--- config.mk ---
export PLATFORM = sky130hd
export DESIGN_NAME = pwm_timebase
export DESIGN_NICKNAME = d
export VERILOG_FILES = /design/src/rtl/pwmtb_pkg.sv /design/src/rtl/pwmtb_regs.sv /design/src/rtl/pwmtb_prescale.sv /design/src/rtl/pwmtb_period.sv /design/src/rtl/pwmtb_core.sv /design/src/rtl/pwm_timebase.sv
export SDC_FILE = /design/constraint.sdc
export NUM_CORES = 1
export LEC_CHECK = 0
export ABC_CLOCK_PERIOD_IN_PS = 8500
export BUFFER_PORTS_ARGS = -buffer_cell sky130_fd_sc_hd__buf_2
export CAP_MARGIN = 10
export CELL_PAD_IN_SITES_DETAIL_PLACEMENT = 1
export CELL_PAD_IN_SITES_GLOBAL_PLACEMENT = 1
export CORE_UTILIZATION = 50
export CTS_CLUSTER_DIAMETER = 30
export DETAILED_ROUTE_END_ITERATION = 7
export PLACE_DENSITY = 0.95
export SLEW_MARGIN = 20
export SYNTH_ARGS = -nofsm -noshare
export SYNTH_HDL_FRONTEND = slang
export SYNTH_HIERARCHICAL = 1
export SYNTH_SLANG_ARGS = --single-unit
export TNS_END_PERCENT = 100
--- constraint.sdc ---
create_clock -name clk -period 8.5 [get_ports clk]
set_input_delay 0.425 -clock clk [delete_from_list [all_inputs] [get_ports clk]]
set_output_delay 0.425 -clock clk [all_outputs]
set_load 0.02 [all_outputs]
--- src/rtl/pwmtb_pkg.sv ---
package pwmtb_pkg;
  localparam int TB_CNT_W  = 16;
  localparam int TB_PSC_W  = 3;
  localparam int TB_PRE_W  = (1 << TB_PSC_W) - 1;
  localparam int TB_CTRL_W = 2 + TB_PSC_W + 1;

  typedef logic [TB_CNT_W-1:0] tb_cnt_t;

  typedef enum logic [1:0] {
    TB_UP   = 2'd0,
    TB_DOWN = 2'd1,
    TB_UPDN = 2'd2,
    TB_HOLD = 2'd3
  } tb_mode_e;

  typedef struct packed {
    logic                shadow;
    logic [TB_PSC_W-1:0] psel;
    tb_mode_e            mode;
  } tb_ctrl_t;

  typedef struct packed {
    logic    up;
    tb_cnt_t cnt;
  } tb_step_t;

  localparam tb_ctrl_t TB_CTRL_RST = '{shadow: 1'b0, psel: '0, mode: TB_HOLD};

  // Low-bit mask of the prescaler counter that must be all ones for a tick.
  function automatic logic [TB_PRE_W-1:0] psc_mask(input logic [TB_PSC_W-1:0] sel);
    logic [TB_PRE_W:0] weight;
    weight = (TB_PRE_W+1)'(1) << sel;
    return TB_PRE_W'(weight - (TB_PRE_W+1)'(1));
  endfunction

  // One tick of the time base: next count and direction.
  function automatic tb_step_t tb_advance(input tb_mode_e m, input logic up,
                                          input tb_cnt_t c, input tb_cnt_t p);
    tb_step_t s;
    s.up  = up;
    s.cnt = c;
    case (m)
      TB_UP: begin
        s.up  = 1'b1;
        s.cnt = (c >= p) ? '0 : c + TB_CNT_W'(1);
      end
      TB_DOWN: begin
        s.up  = 1'b0;
        s.cnt = (c == '0 || c > p) ? p : c - TB_CNT_W'(1);
      end
      TB_UPDN: begin
        if (up) begin
          if (c >= p) begin
            s.up  = 1'b0;
            s.cnt = (c == '0) ? '0 : c - TB_CNT_W'(1);
          end else begin
            s.cnt = c + TB_CNT_W'(1);
          end
        end else begin
          if (c == '0) begin
            s.up  = 1'b1;
            s.cnt = (p == '0) ? '0 : TB_CNT_W'(1);
          end else begin
            s.cnt = c - TB_CNT_W'(1);
          end
        end
      end
      default: ;
    endcase
    return s;
  endfunction
endpackage

--- src/rtl/pwmtb_regs.sv ---
module pwmtb_regs
  import pwmtb_pkg::*;
(
  input  logic          clk,
  input  logic          rst_n,
  input  logic          cfg_we,
  input  logic          cfg_addr,
  input  tb_cnt_t       cfg_wdata,
  output tb_ctrl_t      ctrl_o,
  output logic          prd_wr_o
);
  tb_ctrl_t ctrl_q;
  logic     ctrl_wr;

  assign ctrl_wr  = cfg_we && !cfg_addr;
  assign prd_wr_o = cfg_we && cfg_addr;
  assign ctrl_o   = ctrl_q;

  always_ff @(posedge clk) begin
    if (!rst_n)       ctrl_q <= TB_CTRL_RST;
    else if (ctrl_wr) ctrl_q <= tb_ctrl_t'(cfg_wdata[TB_CTRL_W-1:0]);
  end

  AST_CTRL_LOAD: assert property (@(posedge clk) disable iff (!rst_n)
    ctrl_wr |=> ctrl_q == tb_ctrl_t'($past(cfg_wdata[TB_CTRL_W-1:0])));
endmodule

--- src/rtl/pwmtb_prescale.sv ---
module pwmtb_prescale
  import pwmtb_pkg::*;
(
  input  logic                clk,
  input  logic                rst_n,
  input  logic [TB_PSC_W-1:0] psel,
  output logic                tick_o
);
  logic [TB_PRE_W-1:0] pre_q;
  logic [TB_PRE_W-1:0] mask;

  assign mask   = psc_mask(psel);
  assign tick_o = (pre_q & mask) == mask;

  always_ff @(posedge clk) begin
    if (!rst_n) pre_q <= '0;
    else        pre_q <= pre_q + TB_PRE_W'(1);
  end

  AST_TICK_SPACING: assert property (@(posedge clk) disable iff (!rst_n)
    (tick_o && psel != '0) |=> (!tick_o || psel != $past(psel)));
endmodule

--- src/rtl/pwmtb_period.sv ---
module pwmtb_period
  import pwmtb_pkg::*;
#(
  parameter tb_cnt_t RESET_PRD = '0
)(
  input  logic    clk,
  input  logic    rst_n,
  input  logic    prd_wr,
  input  tb_cnt_t wdata,
  input  logic    shadow_en,
  input  logic    zero_evt,
  output tb_cnt_t prd_q_o,
  output tb_cnt_t prd_nxt_o
);
  tb_cnt_t prd_q, shd_q, prd_nxt;
  logic    pend_q;
  logic    stage_load;
  logic    direct_wr;

  assign stage_load = pend_q && zero_evt;
  assign direct_wr  = prd_wr && !shadow_en;

  always_comb begin
    prd_nxt = prd_q;
    if (stage_load) prd_nxt = shd_q;
    if (direct_wr)  prd_nxt = wdata;
  end

  always_ff @(posedge clk) begin
    if (!rst_n) begin
      prd_q  <= RESET_PRD;
      shd_q  <= RESET_PRD;
      pend_q <= 1'b0;
    end else begin
      prd_q <= prd_nxt;
      if (prd_wr && shadow_en) shd_q <= wdata;
      if (prd_wr)              pend_q <= shadow_en;
      else if (stage_load)     pend_q <= 1'b0;
    end
  end

  assign prd_q_o   = prd_q;
  assign prd_nxt_o = prd_nxt;

  AST_STAGED_HOLD: assert property (@(posedge clk) disable iff (!rst_n)
    (!zero_evt && !direct_wr) |=> $stable(prd_q));
  AST_DIRECT_LOAD: assert property (@(posedge clk) disable iff (!rst_n)
    direct_wr |=> prd_q == $past(wdata));
endmodule

--- src/rtl/pwmtb_core.sv ---
module pwmtb_core
  import pwmtb_pkg::*;
(
  input  logic     clk,
  input  logic     rst_n,
  input  logic     tick,
  input  tb_mode_e mode,
  input  tb_cnt_t  prd_q,
  input  tb_cnt_t  prd_nxt,
  output logic     zero_evt_o,
  output tb_cnt_t  cnt_o,
  output logic     dir_o,
  output logic     zero_pulse_o,
  output logic     prd_pulse_o
);
  tb_cnt_t  cnt_q;
  logic     dir_q, zp_q, pp_q;
  logic     run;
  tb_step_t step;
  logic     prd_evt;

  assign run        = tick && (mode != TB_HOLD);
  assign step       = tb_advance(mode, dir_q, cnt_q, prd_q);
  assign zero_evt_o = run && (step.cnt == '0);
  assign prd_evt    = run && (step.cnt == prd_nxt);

  always_ff @(posedge clk) begin
    if (!rst_n) begin
      cnt_q <= '0;
      dir_q <= 1'b1;
      zp_q  <= 1'b0;
      pp_q  <= 1'b0;
    end else begin
      zp_q <= zero_evt_o;
      pp_q <= prd_evt;
      if (run) begin
        cnt_q <= step.cnt;
        dir_q <= step.up;
      end
    end
  end

  assign cnt_o        = cnt_q;
  assign dir_o        = dir_q;
  assign zero_pulse_o = zp_q;
  assign prd_pulse_o  = pp_q;

  AST_ZERO_AT_ZERO: assert property (@(posedge clk) disable iff (!rst_n)
    zp_q |-> cnt_q == '0);
  AST_PRD_AT_PRD: assert property (@(posedge clk) disable iff (!rst_n)
    pp_q |-> cnt_q == prd_q);
  AST_HALT_HOLDS: assert property (@(posedge clk) disable iff (!rst_n)
    (mode == TB_HOLD) |=> ($stable(cnt_q) && $stable(dir_q)));
  AST_HALT_QUIET: assert property (@(posedge clk) disable iff (!rst_n)
    (mode == TB_HOLD) |=> (!zp_q && !pp_q));
  AST_IDLE_NO_STEP: assert property (@(posedge clk) disable iff (!rst_n)
    !tick |=> $stable(cnt_q));
  AST_UP_DIR: assert property (@(posedge clk) disable iff (!rst_n)
    (tick && mode == TB_UP) |=> dir_q);
  AST_DOWN_DIR: assert property (@(posedge clk) disable iff (!rst_n)
    (tick && mode == TB_DOWN) |=> !dir_q);
endmodule

--- src/rtl/pwm_timebase.sv ---
module pwm_timebase
  import pwmtb_pkg::*;
#(
  parameter tb_cnt_t RESET_PRD = '0
)(
  input  logic                clk,
  input  logic                rst_n,
  input  logic                cfg_we,
  input  logic                cfg_addr,
  input  logic [TB_CNT_W-1:0] cfg_wdata,
  output logic [TB_CNT_W-1:0] count_o,
  output logic                dir_up_o,
  output logic                zero_pulse_o,
  output logic                period_pulse_o
);
  tb_ctrl_t ctrl;
  logic     prd_wr;
  logic     tick;
  logic     zero_evt;
  tb_cnt_t  prd_q, prd_nxt;

  pwmtb_regs u_regs (
    .clk       (clk),
    .rst_n     (rst_n),
    .cfg_we    (cfg_we),
    .cfg_addr  (cfg_addr),
    .cfg_wdata (cfg_wdata),
    .ctrl_o    (ctrl),
    .prd_wr_o  (prd_wr)
  );

  pwmtb_prescale u_psc (
    .clk    (clk),
    .rst_n  (rst_n),
    .psel   (ctrl.psel),
    .tick_o (tick)
  );

  pwmtb_period #(.RESET_PRD(RESET_PRD)) u_prd (
    .clk       (clk),
    .rst_n     (rst_n),
    .prd_wr    (prd_wr),
    .wdata     (cfg_wdata),
    .shadow_en (ctrl.shadow),
    .zero_evt  (zero_evt),
    .prd_q_o   (prd_q),
    .prd_nxt_o (prd_nxt)
  );

  pwmtb_core u_core (
    .clk          (clk),
    .rst_n        (rst_n),
    .tick         (tick),
    .mode         (ctrl.mode),
    .prd_q        (prd_q),
    .prd_nxt      (prd_nxt),
    .zero_evt_o   (zero_evt),
    .cnt_o        (count_o),
    .dir_o        (dir_up_o),
    .zero_pulse_o (zero_pulse_o),
    .prd_pulse_o  (period_pulse_o)
  );
endmodule

After elaboration in Yosys (flattened, before gate mapping) --
Cells that the tools add are included.
Word-level totals: bits in latches 0, memories kept 0, logic and storage cells 56, output and inout bits 19, RAM bits 0, bits of input ports 20, flip-flop bits (word level) 65, ROM bits 0
Cells by class: equality and inequality tests 5, shift operators 1, add/sub/neg operators 4, $lt $le $gt $ge 2, bitwise gates (word level) 1, reductions and logical operators 18, multipliers 0, muxes and demuxes 14, divide/modulo/power cells 0
Operators by type and width (number):
- 2-to-1 mux 16 bit | 7
- one-hot mux 17 bit (3 select lines) | 1
- zero test 16 bit | 3
- 2-to-1 mux 17 bit | 1
- adder 16 x 1 -> 16 bit (second input constant) | 1
- equality test 16 bit | 1
- greater-or-equal comparator 16 bit | 1
- greater-than comparator 16 bit | 1
- subtractor 16 x 1 -> 16 bit (second input constant) | 1
- logical AND 1 bit | 8
- adder 7 x 1 -> 7 bit (second input constant) | 1
- AND 7 bit | 1
- equality test 7 bit | 1
- left shift 1 x 3 -> 7 bit (first input constant) | 1
- subtractor 7 x 1 -> 7 bit (second input constant) | 1
- 2-to-1 mux 1 bit | 5
- nonzero test 3 bit | 1
- equality test 2 x 1 -> 1 bit (second input constant) | 1
- equality test 2 bit (second input constant) | 1
- zero test 1 bit | 2
- zero test 2 bit | 1
- != test 2 bit (second input constant) | 1
- AND reduction 2 bit | 1
- nonzero test 2 bit | 1
- logical OR 1 bit | 1

Longest topological paths before layout --
depth after elaboration 12, mapped depth 25, mapped depth without buffers 21

Cells and area by module --
The synthesis kept the hierarchy.
By module, submodules not included:
- pwmtb_core | area each 3375.7 um2, cells each 466, times used 1, sequential area each 380.4 um2
- pwmtb_period | area each 1810.5 um2, cells each 191, times used 1, sequential area each 660.6 um2
- pwmtb_prescale | area each 324.1 um2, cells each 35, times used 1, sequential area each 140.1 um2
- pwmtb_regs | area each 265.3 um2, cells each 28, times used 1, sequential area each 120.1 um2

Least setup slack after synthesis --
No wires, ideal clock.
kind register to register, start point register u_core.cnt_q[0], in the netlist u_core/cnt_o[0], end point register u_core.pp_q, in the netlist u_core/prd_pulse_o, path slack 3.496 ns, library setup time 0.088 ns, arrival time 4.917 ns, stages on the path, launching flop included 24, required time 8.412 ns, cell sequence dfxtp_1 clkbuf_1 inv_1 ha_1 nand4_1 nand2b_1 nand3_4 nor2_1 a21oi_1 o221ai_1 a311o_1 o32a_1 nor4b_2 buf_6 buf_2 nand3_1 a31oi_1 inv_1 a41oi_1 o221ai_1 nor4_1 nand4_1 or4_1 nor4_2
Between the ends: word-level cells in the longest chain between the ends 12, elaborated cells between the ends (all ways) 20, classes of those cells 2 x add/sub; 2 x order compare; 1 x eq/ne; 9 x mux; 6 x reduce/logical
RTL lines:
- start, declared | line pwmtb_core.sv:16 | tb_cnt_t cnt_q;
- start signal, assigned | line pwmtb_core.sv:37 | cnt_q <= step.cnt;
- subtractor 16 x 1 -> 16 bit or zero test 16 bit (tied branches)
- 2-to-1 mux 16 bit | line pwmtb_pkg.sv:55 | s.cnt = (c == '0) ? '0 : c - TB_CNT_W'(1);
- 2-to-1 mux 16 bit | line pwmtb_pkg.sv:53 | if (c >= p) begin
- 2-to-1 mux 17 bit | line pwmtb_pkg.sv:52 | if (up) begin
- one-hot mux 17 bit (3 select lines) (*) | line pwmtb_pkg.sv:42 | case (m)
- zero test 16 bit (*) | line pwmtb_core.sv:24 | assign zero_evt_o = run && (step.cnt == '0);
- logical AND 1 bit (*) | line pwmtb_core.sv:24
- net zero_evt | line pwm_timebase.sv:19 | logic zero_evt;
- logical AND 1 bit (*) | line pwmtb_period.sv:20 | assign stage_load = pend_q && zero_evt;
- 2-to-1 mux 16 bit (*) | line pwmtb_period.sv:25 | if (stage_load) prd_nxt = shd_q;
- 2-to-1 mux 16 bit (*) | line pwmtb_period.sv:26 | if (direct_wr) prd_nxt = wdata;
- net prd_nxt[5] | line pwm_timebase.sv:20 | tb_cnt_t prd_q, prd_nxt;
- equality test 16 bit (*) | line pwmtb_core.sv:25 | assign prd_evt = run && (step.cnt == prd_nxt);
- logical AND 1 bit (*) | line pwmtb_core.sv:25
- end signal, assigned | line pwmtb_core.sv:35 | pp_q <= prd_evt;
- end, declared | line pwmtb_core.sv:17 | logic dir_q, zp_q, pp_q;
Mark *: on every way through the listed nets, which the timed path passes. The rest lies on a longest branch. A chain may end at the register's enable or synchronous reset.

Final worst setup path --
start point register u_core.cnt_q[6], in the netlist u_core/cnt_o[6], end point register u_core.pp_q, in the netlist u_core/prd_pulse_o
The elaborated chain is that of the path after synthesis.

==> impl_metrics.tcl <==
set metrics [dict create \
    postSynthNetCount 760 \
    cts_buffer_depth 2 \
    postCtsSetupBuffers 0 \
    combPwrFrac_pct 46.0 \
    ios 39 \
    p_leak_nw 2.34 \
    antenna_found_initial 0 \
    clock_tree.root_cell "clkbuf_16" \
    hold_depth 3 \
    final.period_utilization_pct 75.1 \
    yosysWarnings 6 \
    die_width_um 109 \
    ys_seq_elements 65 \
    tightest_slew_ps 1120 \
    p_per_area_nw_per_um2 233 \
    place_ws_ps 2380 \
    cpLargestDelayFamily "compound AO/OA/AOI/OAI gates" \
    grt_pass1_vias 5901 \
    antenna-diode-count 0 \
    dp_hpwl_um 16800 \
    cp.required_ps 8760 \
    post_drt_via_cell_ratio 7.28 \
    ir_worst_vdd_mv 0.177 \
    drtPass1Iterations 7 \
    cts_sinks 65 \
    async_flop_share_pct 0 \
    rows 38 \
    ctsResizeCount 0 \
    power_frac_seq_pct 26.3 \
    core_area_um2 11000 \
    post_dp_cell_area_um2 5870 \
    yosysTopAreaCell "dfxtp_1" \
    grt_pass1_wl_um 35800 \
    start_kind "register" \
    worst-r2r-setup-slack_ps 2120 \
    setup_tns_ps 0 \
    cp_slowest_cell "dfxtp_1" \
    ys_types 96 \
    clkLatencyLatePin_ps 350 \
    crit_path_cell_trace "ha_1 -> nand4_1 -> nor3_2 -> a21bo_4 -> and3_4 -> o21ai_4 -> o22ai_1 -> a21oi_1 -> o2111ai_1 -> o32a_1 -> nor4b_4 -> buf_4 -> nand3_1 -> a31oi_1 -> o221ai_1 -> nor4_1 -> nand4_1 -> or4_1 -> nor4_2" \
    holdBufCountCts 0 \
    status "completed" \
    wl_per_cell_um 27.2 \
    synthFlopType "dfxtp_1" \
    fmax_ghz 0.157 \
    worst-setup-path-type "reg2reg" \
    drv_slew 0 \
    fin_crit_ps 6380 \
    cp_common_cell "nand4_1" \
    min_path_type "in2reg" \
    ant_nets 0 \
    finClkSkew_ps 11.8 \
    cp_max_fo 34 \
    r2r_end "u_core/prd_pulse_o" \
    critPathArrivalTime_ps 6650 \
    r2r-start "u_core/cnt_o[6]" \
    p_total_mw 1.44 \
    yosysSeqAreaShare_pct 22.5 \
    r2r_cells 19 \
    wl_um 23400 \
    netlist_area_um2 5780 \
    hold_path_end "u_prd/shd_q[12]" \
    cap_violations 0 \
    htreeDepth 3 \
    drc 0 \
    fin_area_um2 6170 \
    fp.dieArea_um2 12000 \
    maxSlewHeadroom_pct 25.4 \
    hold_viol 0 \
    synth.avg_cell_area_um2 8.02 \
    track_usage_pct 40.8 \
    p_sw_mw 0.663 \
    syn_inst 720 \
    synth_top_area_share_pct 22.5 \
    end_kind "register" \
    drt_first_iter_violations 880 \
    cts_buffers 9 \
    globalplace.congestion 1.04 \
    synthTopCellsByArea "dfxtp_1, nand3_1, ha_1" \
    grt_overflow_total 0 \
    max_stage_delay_ps 840 \
    finalCoreUtilization_pct 56.0 \
    grt_max_degree 52 \
    drive_above_1_share_pct 18.0 \
    synth-edff-count 0 \
    start_util_pct 52.4 \
    synthToLayoutAreaGrowth_pct 6.91 \
    cp_num_buf_inv 1 \
    setup_viol 0 \
    path_clk_slew_ps 60 \
    hp-start "cfg_wdata[12]" \
    fin_ws_ps 2120 \
    clock_power_share_pct 27.7 \
    nNetsFinal 757 \
    die_h_um 109 \
    portBuffers 38 \
    rsz0062_at_grt "no" \
    p_sw_share_pct 46.1 \
    vias 6273 \
    cts_tree "yes" \
    p_int_mw 0.776 \
    fillerInstances 1348 \
]
## power groups by stage
stage                     Combinational (mW)  Clock (mW)  Sequential (mW)
final                                  0.662       0.398            0.379
after global placement                 0.621           0            0.381
after detailed placement               0.625           0            0.383
after global routing                   0.691       0.412            0.381
after CTS                              0.630       0.401            0.377
after floorplan                        0.466           0            0.359
## metal layers
metal / share of wire (%) / GRT usage (%) / wire, µm
met1: 41 / 55.3 / 9700
met2: 44 / 62.1 / 10200
met3: 11 / 9.60 / 2520
met4: 4.2 / 16.5 / 983
met5: 0 / 0 / 0
## registers in the layout, summed over array words and instances, names as in the netlist
register,cells
u_regs/ctrl_o,6
u_prd/shd_q,16
u_core/prd_pulse_o,1
u_prd/pend_q,1
u_core/cnt_o,16
u_psc/pre_q,7
u_core/dir_o,1
u_prd/prd_q_o,16
u_core/zero_pulse_o,1
## logic make-up (layout without fill, tap and decap cells)
logic type | count (synthesis) | count (layout) | share of synthesized area, %
multiplexers | 6 | 6 | 1.06
flip-flops | 65 | 65 | 22.5
buffers and inverters | 90 | 92 | 7.89
adder cells (fa/ha/maj) | 20 | 20 | 4.33
AND/OR/NAND/NOR | 277 | 277 | 28.1
AO/OA/AOI/OAI | 228 | 228 | 30.9
XOR/XNOR | 34 | 34 | 5.16
## cell usage in the layout (no fill, tap or decap), types with 9 or more instances in the layout
cell and instances:
nand2_1 63, inv_1 28, nor2_1 37, nor3_1 15
buf_4 9, ha_1 20, nand4_1 9, a31oi_1 27
dfxtp_1 65, xor2_1 18, a21oi_1 36, a21bo_1 14
o21ai_0 23, nor4_1 9, a21bo_2 18, nand3_1 59
buf_2 38, a311oi_1 16, nor3b_1 13, clkbuf_16 9
xnor2_1 16
## Yosys cell counts (all sizes together) (6+ instances only)
master and count:
nand3 61, dfxtp 65, nor3b 20, a21oi 37, buf 35, nand4 12, nand2 67, nor3 17
a22oi 8, o21ai 27, and2 9, a31oi 27, nor2b 6, a311oi 16, o211a 7, clkbuf 26
xor2 18, inv 28, a21bo 33, nand2b 6, nor2 38, nor4 15, and3 8, xnor2 16
ha 20, o22ai 6, o211ai 9
## metrics by stage
| step | cells | hold slack [ps] |
|---|---|---|
| floorplan | 720 | 431 |
| global placement | 846 | 463 |
| detailed placement | 846 | 486 |
| CTS | 862 | 337 |
| global route | 862 | 353 |
| finish | 862 | 342 |
## worst reg2reg max path, delay by kind of cell (launching register included)
kind / cells / cell delay (ps)
buffers and inverters: 1 / 380
AND/OR/NAND/NOR: 9 / 2160
adder cells (fa/ha/maj): 1 / 260
AO/OA/AOI/OAI: 8 / 2650
flip-flops: 1 / 840
## worst max path at each step
stage | start | slack [ps] | cells after the start | end
final | u_core/cnt_o[6] | 2120 | 19 | u_core/prd_pulse_o
after detailed placement | u_core/cnt_o[6] | 2380 | 19 | u_core/prd_pulse_o
after CTS | u_core/cnt_o[6] | 2300 | 19 | u_core/prd_pulse_o
after global routing | u_core/cnt_o[6] | 1850 | 21 | u_core/prd_pulse_o
after floorplan | u_core/cnt_o[0] | 3500 | 23 | u_core/prd_pulse_o
after global placement | u_core/cnt_o[6] | 2540 | 19 | u_core/prd_pulse_o
## final cells by class
class | count | area [µm²] | area share [%]
repair buffers | 47 | 258 | 4.17
clock inverters | 7 | 78.8 | 1.28
clock buffers | 9 | 225 | 3.65
flip-flops and latches | 65 | 1300 | 21.1
inverters | 29 | 109 | 1.76
well taps | 140 | 175 | 2.84
multi-input cells | 565 | 4030 | 65.2
Power figures use the tool's default switching activity.
